**config.mk**
```make
export PLATFORM = sky130hd
export DESIGN_NAME = quad_recirc_shreg
export DESIGN_NICKNAME = d
export VERILOG_FILES = /design/src/rtl/qrs_pkg.sv /design/src/rtl/qrs_lane.sv /design/src/rtl/qrs_pair.sv /design/src/rtl/quad_recirc_shreg.sv
export SDC_FILE = /design/constraint.sdc
export NUM_CORES = 1
export LEC_CHECK = 0
export BUFFER_PORTS_ARGS = -buffer_cell sky130_fd_sc_hd__buf_4
export CORE_MARGIN = 2
export CORE_UTILIZATION = 40
export CTS_CLUSTER_DIAMETER = 200
export CTS_CLUSTER_SIZE = 20
export DETAILED_ROUTE_END_ITERATION = 8
export PLACE_DENSITY_LB_ADDON = 0.2
export SETUP_SLACK_MARGIN = 0.2
export SLEW_MARGIN = 20
export SYNTH_ARGS = -nofsm -noshare
export SYNTH_HDL_FRONTEND = slang
export SYNTH_SLANG_ARGS = --single-unit
```
**constraint.sdc**
```tcl
create_clock -name clk -period 0.8 [get_ports clk]
set_clock_uncertainty 0.15 [all_clocks]
set_input_delay 0.04 -clock clk [delete_from_list [all_inputs] [get_ports clk]]
set_output_delay 0.04 -clock clk [all_outputs]
set_load 0.05 [all_outputs]
```
**src/rtl/qrs_pkg.sv**
```systemverilog
package qrs_pkg;

    // Lanes that share one recycle select.
    localparam int unsigned LANES_PER_PAIR = 2;

    // Per-lane control sampled in one cycle.
    typedef struct packed {
        logic shift;
        logic din;
        logic recycle;
    } lane_ctl_t;

    // Bit that enters stage 0 on a shift.
    function automatic logic entry_bit(input lane_ctl_t ctl, input logic tail);
        return ctl.recycle ? tail : ctl.din;
    endfunction

endpackage

```
**src/rtl/qrs_lane.sv**
```systemverilog
module qrs_lane
    import qrs_pkg::*;
#(
    parameter int unsigned DEPTH    = 64,
    parameter bit          CLEAR_EN = 1'b1
) (
    input  logic      clk,
    input  logic      clr,
    input  lane_ctl_t ctl,
    output logic      tail_out
);

    localparam int unsigned LAST = DEPTH - 1;

    logic [LAST:0] stages;
    logic          new_bit;

    always_comb begin
        new_bit = entry_bit(ctl, stages[LAST]);
    end

    generate
        if (CLEAR_EN) begin : g_clr
            always_ff @(posedge clk) begin
                if (clr) begin
                    stages <= '0;
                end else if (ctl.shift) begin
                    stages <= {stages[LAST-1:0], new_bit};
                end
            end
        end else begin : g_noclr
            always_ff @(posedge clk) begin
                if (ctl.shift) begin
                    stages <= {stages[LAST-1:0], new_bit};
                end
            end
        end
    endgenerate

    assign tail_out = stages[LAST];

endmodule

```
**src/rtl/qrs_pair.sv**
```systemverilog
module qrs_pair
    import qrs_pkg::*;
#(
    parameter int unsigned DEPTH    = 64,
    parameter bit          CLEAR_EN = 1'b1
) (
    input  logic                      clk,
    input  logic                      clr,
    input  logic [LANES_PER_PAIR-1:0] shift_en,
    input  logic [LANES_PER_PAIR-1:0] ser_in,
    input  logic                      recycle,
    output logic [LANES_PER_PAIR-1:0] ser_out
);

    lane_ctl_t ctl [LANES_PER_PAIR];

    generate
        for (genvar k = 0; k < LANES_PER_PAIR; k++) begin : g_lane
            always_comb begin
                ctl[k].shift   = shift_en[k];
                ctl[k].din     = ser_in[k];
                ctl[k].recycle = recycle;
            end

            qrs_lane #(
                .DEPTH    (DEPTH),
                .CLEAR_EN (CLEAR_EN)
            ) lane_i (
                .clk      (clk),
                .clr      (clr),
                .ctl      (ctl[k]),
                .tail_out (ser_out[k])
            );
        end
    endgenerate

endmodule

```
**src/rtl/quad_recirc_shreg.sv**
```systemverilog
module quad_recirc_shreg
    import qrs_pkg::*;
#(
    parameter int unsigned DEPTH     = 64,
    parameter int unsigned NUM_PAIRS = 2,
    parameter bit          CLEAR_EN  = 1'b1,
    localparam int unsigned NUM_LANES = NUM_PAIRS * LANES_PER_PAIR
) (
    input  logic                 clk,
    input  logic                 rst,
    input  logic [NUM_LANES-1:0] shift_en,
    input  logic [NUM_LANES-1:0] ser_in,
    input  logic [NUM_PAIRS-1:0] recycle,
    output logic [NUM_LANES-1:0] ser_out
);

    generate
        for (genvar p = 0; p < NUM_PAIRS; p++) begin : g_pair
            localparam int unsigned BASE = p * LANES_PER_PAIR;

            qrs_pair #(
                .DEPTH    (DEPTH),
                .CLEAR_EN (CLEAR_EN)
            ) pair_i (
                .clk      (clk),
                .clr      (rst),
                .shift_en (shift_en[BASE +: LANES_PER_PAIR]),
                .ser_in   (ser_in[BASE +: LANES_PER_PAIR]),
                .recycle  (recycle[p]),
                .ser_out  (ser_out[BASE +: LANES_PER_PAIR])
            );
        end
    endgenerate

endmodule

```
==> results.toml <==
[status]
outcome = "finished with violations"
failed_checks = "negative hold slack, negative setup slack"

[floorplanning]
dieHeight_um = 156
io_pins = 16
dieArea_um2 = 24300
rows = 55
floorplan.initialDensity = 0.407
die_x_um = 156
core_area_um2 = 22600

[finish]
drive_gt1_frac = 0.352
postLayoutCellArea_um2 = 10400
largest_reg_flops = 256
diodes = 0
top_regs = "g_pair.pair_i.g_lane.lane_i.stages (256)"
regMostFlops = "g_pair.pair_i.g_lane.lane_i.stages"
num-nets-final = 850
syn2layout_area_growth_pct = 12.9
instances_no_fill = 1123

[setup_path]
cp_cell_sequence = "buf_8"
worst-path-buf-inv = 1
crit_cells = 1
arrival_ns = 0.98
cp_slowest_stage_delay_ns = 0.36
crit_family = "flip-flops"
worstPathRequired_ns = 0.61
slowest_stage = "dfxtp_2"
reg2reg_slack_ns = -0.36
r2r_cells = 5
worst_setup_path_end_kind = "primary output"
timing_worst_setup_path_type = "register to primary output"
worstReg2RegStart = "g_pair[1].pair_i.g_lane[1].lane_i.stages[63]$_SDFFE_PP0P_"
cp_max_fo = 2
worstReg2RegEnd = "g_pair[1].pair_i.g_lane[1].lane_i.stages[0]$_SDFFE_PP0P_"
startpoint_type = "register"

[drt]
viasPerCell = 4.63
met2RoutedLength_um = 5310
postRouteAntennaNets = 0
wire_per_inst_um = 11.0
wirelength_met1_um = 6520
drc = 0
route.met3.wl_um = 349
drtPass1Iterations = 6
top_layer_used = "met4"
finalWirelength_um = 12400
drt-initial-drc-count = 274
vias = 5205

[pwr]
powerDensity_nw_per_um2 = 2090
ir_drop_mv = 1.12
leakagePower_nw = 4.57

[cts]
cts_tree = "done"
cts_made_buffers = 16
clock_path_buffers = 3
clkTransAtPathRegs_ns = 0.08
worstSkewPairLatency_ns = 0.47
htreeDepth = 1
cts_root_buffer = "clkbuf_16"
cts.sinks = 256

[synth]
synthAdderAreaFrac = 0
syn-instance-count = 832
synth_compound_area_frac = 0.00326
ys.flop_type = "dfxtp_1"
yosys_register_bits = 256
synth.distinct_cells = 9
netlist_area_um2 = 9220
synth_top_family_by_area = "multiplexers"
ys_warn_count = 0
synth_nets = 844
syn_area_per_cell_um2 = 11.1
synthTopCellsByArea = "dfxtp_1, mux2i_1, nor2_1"
synth-async-reset-ratio = 0
synth_xor_area_frac = 0
synth_edf_count = 0
synthMuxAreaShare = 0.278
synth_simple_gate_area_frac = 0.104
netlist.area_leader.share = 0.556
yosys.area.top_type = "dfxtp_1"
synth_commonest_cells = "dfxtp_1, mux2i_1, nor2_1, buf_2, buf_8"
ys_seq_area_frac = 0.556

[sta]
setup_ws_ns = -0.373
hold_viol = 256
slew_viol_final = 0
grt_setup_unrepaired = "true"
fin_crit_sh = 1.47
setup_viol = 12
slew_headroom = 0.843
hold_ws_ns = -0.347
timing.fmax_mhz = 853
min_period_ns = 1.17
worstMarginPinSlew_ns = 0.235

[placement]
place_area_um2 = 9560
io_buffers = 15
pre_cts_ws_ns = -0.176
dp.cells = 1098
globalplace.congestion = 0.640
dp_hpwl_um = 7560

[run]
drv_cap = 0

[grt]
grt_antenna_before_repair = 0
grt_pass1_vias = 4857
grt_overflow = 0
grt_pass1_wl_um = 22000
grt_max_degree = 55
grt_use_total = 0.104

[hold_path]
min_from = "shift_en[2]"
holdPathStages = 2
whs_endpoint = "g_pair[1].pair_i.g_lane[0].lane_i.stages[0]$_SDFFE_PP0P_"
holdCritPathClass = "input port to register"
[how the worst max path moves through the flow]
| stage | start | end | slack [ns] |
|---|---|---|---|
| 2_1_floorplan | shift_en[1] | g_pair[0].pair_i.g_lane[1].lane_i.stages[16]$_SDFFE_PP0P_ | 0.01 |
| 3_3_place_gp | shift_en[0] | g_pair[0].pair_i.g_lane[0].lane_i.stages[54]$_SDFFE_PP0P_ | -0.17 |
| 3_5_place_dp | shift_en[0] | g_pair[0].pair_i.g_lane[0].lane_i.stages[42]$_SDFFE_PP0P_ | -0.18 |
| 4_1_cts | g_pair[1].pair_i.g_lane[1].lane_i.stages[63]$_SDFFE_PP0P_ | ser_out[3] | -0.41 |
| 5_1_grt | g_pair[0].pair_i.g_lane[0].lane_i.stages[63]$_SDFFE_PP0P_ | ser_out[0] | -0.41 |
| 6_report | g_pair[0].pair_i.g_lane[0].lane_i.stages[63]$_SDFFE_PP0P_ | ser_out[0] | -0.37 |
[through the flow]
step                power [mW]  utilization  hold slack (ns)  TNS, ns
finish                    21.8        0.460           -0.347    -3.00
global route              22.8        0.460           -0.357    -4.46
CTS                       22.3        0.457           -0.362    -2.95
detailed placement        14.1        0.422            0.153   -31.90
global placement          14.1        0.422            0.153   -30.57
floorplan                 14.0            -            0.122        0
[report_power, final]
group	total [mW]	internal (mW)	switching (mW)
logic	1.06	0.487	0.568
registers	12.8	12.7	0.0129
clock network	7.98	4.11	3.87
[cells in the final DEF (no fill, tap or decap)]
cell / n
bufinv_16: 1
dfxtp_4: 1
dfxtp_2: 227
buf_12: 17
clkbuf_16: 17
buf_8: 4
a211oi_2: 1
dfxtp_1: 28
a211oi_1: 3
buf_6: 7
mux2i_1: 256
nor2_1: 256
buf_4: 20
[per-layer routing]
layer	global-route usage	up-vias
met5	0	-
met4	0.0323	0
met3	0.0183	21
met2	0.169	28
met1	0.142	2411
li1	-	2745
[layout make-up]
| type | instances | area, um2 |
|---|---|---|
| fill | 2130 | 12200 |
| sequential | 256 | 5410 |
| multi-input combinational | 516 | 3560 |
| timing repair buffer | 48 | 629 |
| clock buffer | 17 | 425 |
| tap | 285 | 357 |
| clock inverter | 1 | 30.0 |
[cells by family after synthesis]
family	after synthesis
flops	256
compound gates	4
simple gates	256
mux	256
buf+inv	60
[timing repair]
action,CTS,global route
cloned,0,0
pin swaps,5,27
setup endpoints to repair,260,260
setup buffers,6,1
gates resized for setup,196,44
endpoints found under the hold margin,256,256
(Power assumes the default switching activity.)
